## config.mk

```make
export PLATFORM = sky130hd
export DESIGN_NAME = sdv_run_decoder
export DESIGN_NICKNAME = d
export VERILOG_FILES = /design/src/rtl/sdv_pkg.sv /design/src/rtl/sdv_shift_in.sv /design/src/rtl/sdv_zero_count.sv /design/src/rtl/sdv_run_decoder.sv
export SDC_FILE = /design/constraint.sdc
export NUM_CORES = 1
export LEC_CHECK = 0
export BUFFER_PORTS_ARGS = -buffer_cell sky130_fd_sc_hd__buf_2
export CORE_ASPECT_RATIO = 1.5
export CORE_MARGIN = 2
export CORE_UTILIZATION = 40
export CTS_CLUSTER_DIAMETER = 50
export DETAILED_ROUTE_END_ITERATION = 8
export GPL_ROUTABILITY_DRIVEN = 0
export PLACE_DENSITY_LB_ADDON = 0.2
export SLEW_MARGIN = 20
export SYNTH_ARGS = -nofsm -noshare
export SYNTH_HDL_FRONTEND = slang
export SYNTH_SLANG_ARGS = --single-unit
```

## constraint.sdc

```tcl
create_clock -name clk -period 1.9 [get_ports clk]
set_clock_uncertainty 0.05 [all_clocks]
set_input_delay 0.285 -clock clk [delete_from_list [all_inputs] [get_ports clk]]
set_output_delay 0.285 -clock clk [all_outputs]
set_load 0.05 [all_outputs]
```

## src/rtl/sdv_pkg.sv

```systemverilog
package sdv_pkg;

  typedef enum logic [2:0] {
    ST_IDLE,
    ST_RD_ID,
    ST_RD_LOW,
    ST_CNT,
    ST_EMIT,
    ST_HALT
  } sdv_state_e;

endpackage

```

## src/rtl/sdv_shift_in.sv

```systemverilog
module sdv_shift_in #(
  parameter int W  = 3,
  parameter int CW = $clog2(W + 1)
) (
  input  logic          clk,
  input  logic          rst_n,
  input  logic          clr,
  input  logic          shift,
  input  logic          din,
  output logic [W-1:0]  val,
  output logic [CW-1:0] cnt
);

  always_ff @(posedge clk) begin
    if (!rst_n) begin
      val <= '0;
      cnt <= '0;
    end else if (clr) begin
      val <= '0;
      cnt <= '0;
    end else if (shift) begin
      val <= {val[W-2:0], din};
      cnt <= cnt + 1'b1;
    end
  end

endmodule

```

## src/rtl/sdv_zero_count.sv

```systemverilog
module sdv_zero_count #(
  parameter int W = 8
) (
  input  logic         clk,
  input  logic         rst_n,
  input  logic         clr,
  input  logic         inc,
  input  logic [W-1:0] limit,
  output logic [W-1:0] cnt,
  output logic         at_limit
);

  always_ff @(posedge clk) begin
    if (!rst_n) begin
      cnt <= '0;
    end else if (clr) begin
      cnt <= '0;
    end else if (inc) begin
      cnt <= cnt + 1'b1;
    end
  end

  assign at_limit = (cnt == limit);

endmodule

```

## src/rtl/sdv_run_decoder.sv

```systemverilog
module sdv_run_decoder
  import sdv_pkg::*;
#(
  parameter int WORD_W    = 8,
  parameter int GROUP_LEN = 8
) (
  input  logic              clk,
  input  logic              rst_n,
  input  logic              in_bit,
  input  logic              in_valid,
  output logic              in_ready,
  output logic [WORD_W-1:0] out_word,
  output logic              out_valid,
  input  logic              out_ready,
  output logic              group_done,
  output logic              err
);

  localparam int ID_W   = $clog2(WORD_W);
  localparam int IDC_W  = $clog2(ID_W + 1);
  localparam int LOW_W  = WORD_W - 1;
  localparam int LCNT_W = $clog2(LOW_W + 1);
  localparam int IDX_W  = $clog2(GROUP_LEN);

  // Largest zero count that still fits once shifted up by b.
  function automatic logic [WORD_W-1:0] run_limit(input logic [ID_W-1:0] b);
    return {WORD_W{1'b1}} >> b;
  endfunction

  // Upper part from the zero count, lower b bits from the raw field.
  function automatic logic [WORD_W-1:0] join_word(input logic [WORD_W-1:0] hi,
                                                  input logic [LOW_W-1:0]  lo,
                                                  input logic [ID_W-1:0]   b);
    logic [WORD_W-1:0] mask;
    mask = ~({WORD_W{1'b1}} << b);
    return (hi << b) | ({1'b0, lo} & mask);
  endfunction

  sdv_state_e st, st_nx;

  logic [ID_W-1:0]   id_val;
  logic [IDC_W-1:0]  id_cnt;
  logic [LOW_W-1:0]  low_val;
  logic [LCNT_W-1:0] low_cnt;
  logic [WORD_W-1:0] zcnt;
  logic              at_limit;
  logic [IDX_W-1:0]  word_idx;
  logic [WORD_W-1:0] word_q;

  // Named events for the sequencer and the checks.
  logic acc, id_last, low_last, zero_seen, one_seen, overflow;
  logic out_fire, last_word, group_end;
  logic [ID_W-1:0] new_b;

  assign in_ready  = (st == ST_RD_ID) || (st == ST_RD_LOW) || (st == ST_CNT);
  assign out_valid = (st == ST_EMIT);
  assign err       = (st == ST_HALT);
  assign out_word  = word_q;

  assign acc       = in_valid && in_ready;
  assign id_last   = (st == ST_RD_ID) && acc && (id_cnt == IDC_W'(ID_W - 1));
  assign new_b     = {id_val[ID_W-2:0], in_bit};
  assign low_last  = (st == ST_RD_LOW) && acc && ((int'(low_cnt) + 1) == int'(id_val));
  assign zero_seen = (st == ST_CNT) && acc && !in_bit;
  assign one_seen  = (st == ST_CNT) && acc && in_bit;
  assign overflow  = zero_seen && at_limit;
  assign out_fire  = out_valid && out_ready;
  assign last_word = (word_idx == IDX_W'(GROUP_LEN - 1));
  assign group_end = out_fire && last_word;
  assign group_done = group_end;

  sdv_shift_in #(.W(ID_W), .CW(IDC_W)) u_id (
    .clk   (clk),
    .rst_n (rst_n),
    .clr   ((st == ST_IDLE) || group_end),
    .shift ((st == ST_RD_ID) && acc),
    .din   (in_bit),
    .val   (id_val),
    .cnt   (id_cnt)
  );

  sdv_shift_in #(.W(LOW_W), .CW(LCNT_W)) u_low (
    .clk   (clk),
    .rst_n (rst_n),
    .clr   (id_last || out_fire),
    .shift ((st == ST_RD_LOW) && acc),
    .din   (in_bit),
    .val   (low_val),
    .cnt   (low_cnt)
  );

  sdv_zero_count #(.W(WORD_W)) u_zero (
    .clk      (clk),
    .rst_n    (rst_n),
    .clr      (id_last || out_fire),
    .inc      (zero_seen && !at_limit),
    .limit    (run_limit(id_val)),
    .cnt      (zcnt),
    .at_limit (at_limit)
  );

  always_ff @(posedge clk) begin
    if (!rst_n) begin
      word_q <= '0;
    end else if (one_seen) begin
      word_q <= join_word(zcnt, low_val, id_val);
    end
  end

  always_ff @(posedge clk) begin
    if (!rst_n) begin
      word_idx <= '0;
    end else if (out_fire) begin
      word_idx <= last_word ? '0 : word_idx + 1'b1;
    end
  end

  always_comb begin
    st_nx = st;
    unique case (st)
      ST_IDLE:   st_nx = ST_RD_ID;
      ST_RD_ID:  if (id_last) st_nx = (new_b == '0) ? ST_CNT : ST_RD_LOW;
      ST_RD_LOW: if (low_last) st_nx = ST_CNT;
      ST_CNT: begin
        if (overflow)      st_nx = ST_HALT;
        else if (one_seen) st_nx = ST_EMIT;
      end
      ST_EMIT: begin
        if (out_fire) begin
          if (last_word)           st_nx = ST_RD_ID;
          else if (id_val == '0)   st_nx = ST_CNT;
          else                     st_nx = ST_RD_LOW;
        end
      end
      ST_HALT:   st_nx = ST_HALT;
      default:   st_nx = ST_IDLE;
    endcase
  end

  always_ff @(posedge clk) begin
    if (!rst_n) st <= ST_IDLE;
    else        st <= st_nx;
  end


  no_overlap_chk: assert property (@(posedge clk) disable iff (!rst_n)
    !(in_ready && out_valid));


  hold_word_chk: assert property (@(posedge clk) disable iff (!rst_n)
    (out_valid && !out_ready) |=> (out_valid && $stable(out_word)));


  err_sticky_chk: assert property (@(posedge clk) disable iff (!rst_n)
    err |=> err);


  err_quiet_chk: assert property (@(posedge clk) disable iff (!rst_n)
    err |-> (!in_ready && !out_valid));


  group_next_chk: assert property (@(posedge clk) disable iff (!rst_n)
    group_done |=> (in_ready && !out_valid && !err));


  run_bound_chk: assert property (@(posedge clk) disable iff (!rst_n)
    (st == ST_CNT) |-> (zcnt <= run_limit(id_val)));

endmodule

```

; ---- Word level (Yosys, flattened, before mapping)
; Cells that the tools add are included.
[op_classes]
mux = 10
n_shift = 3
reduce_logical = 24
n_addsub = 5
bitwise_logic = 4
eq_ne = 13
[ops]
columns = cell, count
row1 = 3-bit two-way mux, 6
row2 = 3-bit case mux with 6 select lines, 1
row3 = 1-bit logical AND, 12
row4 = 3-bit equality test (second input constant), 3
row5 = 3-bit zero test, 3
row6 = 8-bit by 1-bit adder with 8-bit output (second input constant), 1
row7 = 7-bit by 8-bit AND with 8-bit output, 1
row8 = 8-bit equality test, 1
row9 = 8-bit inverter, 1
row10 = 8-bit OR, 1
row11 = 8-bit by 3-bit left shift with 8-bit output, 1
row12 = 8-bit by 3-bit left shift with 8-bit output (first input constant), 1
row13 = 8-bit by 3-bit right shift with 8-bit output (first input constant), 1
row14 = 3-bit by 1-bit adder with 3-bit output (second input constant), 2
row15 = 3-bit by 2-bit equality test with 1-bit output (second input constant), 2
row16 = 3-bit by 1-bit adder with 4-bit output (second input constant), 1
row17 = 4-bit by 3-bit equality test with 1-bit output, 1
row18 = 1-bit logical OR, 4
row19 = 2-bit != test (second input constant), 2
row20 = 4-bit AND reduction, 1
row21 = 2-bit OR reduction, 2
row22 = 3-bit by 1-bit equality test with 1-bit output (second input constant), 1
row23 = 3-bit != test (second input constant), 1
row24 = 2-bit by 1-bit adder with 2-bit output (second input constant), 1
row25 = other kinds (6), 8
[totals]
inputBits = 5
elab_cells = 67
register_bits = 37
out_inout_bits = 12

; ---- Depth between registers and ports, before layout
[depth]
depth_word = 9
depth_mapped = 8
depth_no_buf = 8

; ---- Hierarchy
; Synthesis repeated with hierarchy kept, for this count alone.
[unflattened]
cells_unflattened = 249
area_unflattened_um2 = 2154.6
[by_module_without_submodules]
columns = mod, seq_area_each_um2, n_inst, area_each_um2, cells_each
row1 = sdv_run_decoder, 280.3, 1, 1142.3, 146
row2 = sdv_zero_count, 160.2, 1, 434.2, 50
row3 = sdv_shift_in at u_low, 200.2, 1, 380.4, 35
row4 = sdv_shift_in at u_id, 100.1, 1, 197.7, 18

; ---- Worst setup path before layout
; No wires, ideal clock.
[synth_path]
kind = reg2reg
startpoint = reg st[2]
endpoint = reg u_low.cnt[0]
path_stages_with_launch = 8
setup_slack_ps = -922
n_path_buf = 2
synth_period_minus_slack_ps = 2822
setup_time_ps = 117
t_required_ps = 1733
arrival_ps = 2654
cell_sequence = dfxtp_1 buf_2 inv_1 nor3_1 nand2_1 nand3_1 buf_2 nor2_1
[synth_via]
elab_cells_between_ends = 13
cone_classes = eq/ne: 4 / reduce/logical: 9
[synth_lines]
columns = item, line
row1 = from (decl), sdv_run_decoder.sv:39  ; sdv_state_e st, st_nx;
row2 = from (signal assigned), sdv_run_decoder.sv:142  ; else st <= st_nx;
row3 = 3-bit equality test, sdv_run_decoder.sv:56  ; assign out_valid = (st == ST_EMIT);
row4 = via out_valid, sdv_run_decoder.sv:13  ; output logic out_valid,
row5 = 1-bit logical AND, sdv_run_decoder.sv:67  ; assign out_fire = out_valid && out_ready;
row6 = 1-bit logical OR, sdv_run_decoder.sv:85  ; .clr (id_last || out_fire),
row7 = 2-bit OR reduction (no source line), n/a
row8 = to (signal assigned), sdv_shift_in.sv:23  ; cnt <= cnt + 1'b1;
row9 = to (decl), sdv_shift_in.sv:11  ; output logic [CW-1:0] cnt
; The timed path passes the listed nets, and every way through them passes these cells.
; A chain may end at the register's enable or synchronous reset.

; ---- Worst setup path in the final report
[layout_path]
startpoint = reg u_id.val[0]
endpoint = reg u_zero.cnt[5]
[layout_via]
elab_chain_len = 4
[layout_rtl]
columns = item, line
row1 = from (decl), sdv_shift_in.sv:10  ; output logic [W-1:0] val,
row2 = from (signal assigned), sdv_shift_in.sv:22  ; val <= {val[W-2:0], din};
row3 = 8-bit by 3-bit right shift with 8-bit output, sdv_run_decoder.sv:27  ; return {WORD_W{1'b1}} >> b;
row4 = 8-bit equality test, sdv_zero_count.sv:23  ; assign at_limit = (cnt == limit);
row5 = 1-bit zero test, sdv_run_decoder.sv:96  ; .inc (zero_seen && !at_limit),
row6 = 1-bit logical AND, sdv_run_decoder.sv:96
row7 = to (signal assigned), sdv_zero_count.sv:19  ; cnt <= cnt + 1'b1;
row8 = to (decl), sdv_zero_count.sv:9  ; output logic [W-1:0] cnt,
; No other way between the ends.

==> results.md <==
* Outcome: complete, but fails checks
* Failing checks: setup timing
* Worst Setup End Kind: flip-flop
* Site row count at 32
* CTS Buffer Depth at 2
* Maximum vdd drop at 381 uV
* Worst Path Required at 2070 ps
* Final WL at 5440 um
* RR Endpoint: u_zero.cnt[5]
* Clk root buf: clkbuf_8
* Post-synthesis sequential area ratio at 34.4%
* Antenna Violating Nets Remaining at 0
* Antenna violations before repair at 0
* Fill cell count at 487
* Initial core utilization at 41.7%
* Maxcap violations at 0
* Reg2Reg Setup Slack at -20 ps
* Post-synth EDFFs at 0
* Share of cells above drive strength 1 at 32.1%
* Fin crit share at 101%
* Crit-path slowest cell: dfxtp_4
* Final hold vios at 0
* CTS tree: yes
* Starting DRT DRC Count at 114
* Port bufs at 16
* Slew margin rel. at 67.4%
* Fmax at 520 MHz
* CTS clock-pin slew for the worst setup and hold paths at 80 ps
* Wirelength per Cell at 14.7 um
* Area occupied by multi-input gates at 0.00146 mm2
* Power Density at 840 mW/mm2
* Commonest cells after routing, fill and taps aside: 39 x nor2_1, 34 x dfxtp_1, 32 x buf_4
* Asr flop ratio synth at 0%
* Slew @ Worst Pin at 485 ps
* Setup WS post-layout at -23.9 ps
* Netlist cell types at 52
* Synth Area per Inst at 8.31 um2
* Global-route wire length before repair at 8900 um
* DR DRC count at 0
* Die area at 0.00600 mm2
* Htree depth at 2
* Gr ovfl total at 0
* Vias in the first global route at 1840
* Synth warn at 0
* Die extent in x at 63.9 um
* Die H at 93.8 um
* Largest net degree at the start of global routing at 18
* Pre-CTS setup slack at -186 ps
* FF+latch area at 752 um2
* Core Region at 0.00516 mm2
* Fin Hold WS at 246 ps
* Final max-slew violation count at 0
* Top_reg_cell synth: dfxtp_1
* # setup viols final at 3
* DRT Pass-1 Iters at 4
* Critical Path Max Stage Delay at 380 ps
* Synthesized area at 0.00215 mm2
* Nature of the critical path startpoint: flip-flop
* Sink Count at 37
* Register bit total from synthesis at 37
* CP cell instances: or3_4 > and4b_4 > o21ai_4 > o21ai_4 > or3_4 > a21oi_2
* I/O Pins at 17
* DP HPWL at 3760 um
* Crit-path max FO at 7
* Most common cell after layout, fill and taps aside: nor2_1
* Area after DPL at 0.00249 mm2
* Total track usage at 18.6%
* Worst reg2reg startpoint: u_id.val[0]
* Hold depth at 3
* Total Power at 2.38 mW
* Vias/cell at 5.48
* Worst R2R Path Depth at 6
* Net count, final at 311
* HP Start: rst_n
* RSZ-0062 raised after global routing: true
* Hold Path End: out_word[2]
* Data arrival, critical path at 2090 ps
* Pleak at 1.04 nW
* Mapped Nets at 269
* Final min period at 1920 ps
* Worst-Skew Late Latency at 290 ps
* Via Count at 2026
* Number of diodes at 0
* Setup CP Type: flip-flop to flip-flop
* CTS Buf Count at 5
* Hold/Removal Path Class: input port to flip-flop
* Area growth from synthesis to layout at 31.7%
* Gate Count Post-Synth at 259
* Setup total negative slack at -55.0 ps
* Fin area at 0.00283 mm2
## per-stage QoR
stage / util, % / std cells
final: 54.9 / 370
after global routing: 54.9 / 370
after CTS: 52.5 / 365
after detailed placement: 48.2 / 356
after global placement: 48.2 / 356
after floorplan: - / 259
## routing by layer
| layer | share of wire [%] | track usage [%] | routed length, um |
|---|---|---|---|
| met5 | 0 | 0 | 0 |
| met4 | 1.1 | 5.25 | 62 |
| met3 | 2.7 | 2.88 | 148 |
| met2 | 52 | 34.5 | 2860 |
| met1 | 44 | 21.7 | 2380 |
## synth_stat cells (7+ instances only)
| cell type | n | area share (%) |
|---|---|---|
| nor3_1 | 8 | 1.9 |
| mux2i_1 | 22 | 10 |
| a211oi_1 | 7 | 2.4 |
| o21ai_0 | 12 | 2.8 |
| nor2_1 | 41 | 7.2 |
| buf_2 | 7 | 1.6 |
| dfxtp_1 | 37 | 34 |
| a21oi_1 | 21 | 4.9 |
| clkbuf_1 | 8 | 1.4 |
| nand2_1 | 17 | 3.0 |
## sequential cells by signal (all words and copies together) (netlist names)
name	cells
out_word	8
u_zero.cnt	8
u_low.val	7
st	3
u_id.val	3
u_low.cnt	3
word_idx	3
u_id.cnt	2
## power breakdown
part	switching, mW	total, mW	internal (mW)
sequential	0.0304	0.848	0.818
combinational	0.425	0.694	0.269
clock	0.308	0.837	0.529
## kinds of logic (layout without fill, tap and decap cells)
logic type	count (synthesis)	count (layout)	share of synthesized area, %
AO/OA/AOI/OAI	58	59	17.7
XOR/XNOR	9	9	3.66
adder cells (fa/ha/maj)	5	5	2.91
buffers and inverters	24	66	5.12
flip-flops	37	37	34.4
multiplexers	25	25	12.3
AND/OR/NAND/NOR	101	101	23.9
## worst max-delay path by stage
stage | depth (start not counted) | endpoint | from | slack (ps)
3_3_place_gp | 9 | u_zero.cnt[4] | u_id.val[1] | -100
3_5_place_dp | 8 | u_zero.cnt[0] | u_id.val[1] | -190
6_report | 6 | u_zero.cnt[5] | u_id.val[0] | -20
5_1_grt | 7 | u_zero.cnt[3] | u_id.val[1] | -100
4_1_cts | 6 | u_zero.cnt[2] | u_id.val[0] | -2
2_1_floorplan | 8 | u_zero.cnt[0] | u_zero.cnt[2] | 20
## worst max-delay path, delay by kind of cell, from the launching register on
family          cells  cell delay, ps
compound gates      3             500
flops               1             380
simple gates        3             910
## final cells by class
class                           count  share of cell area (%)
Timing Repair Buffer               52                    13.2
Clock inverter                      3                    2.43
Clock buffer                        5                    2.43
Tap cell                           68                    3.00
Inverter                            6                   0.927
Multi-Input combinational cell    199                    51.4
Sequential cell                    37                    26.5
## repair_timing
action / CTS / global route
resized for setup: 18 / 24
buffers inserted: 2 / 5
hold buffers: 0 / 0
cloned: 1 / 0
pin swaps: 16 / 6
endpoints found under the setup margin: 12 / 11
Power figures use the tool's default switching activity.
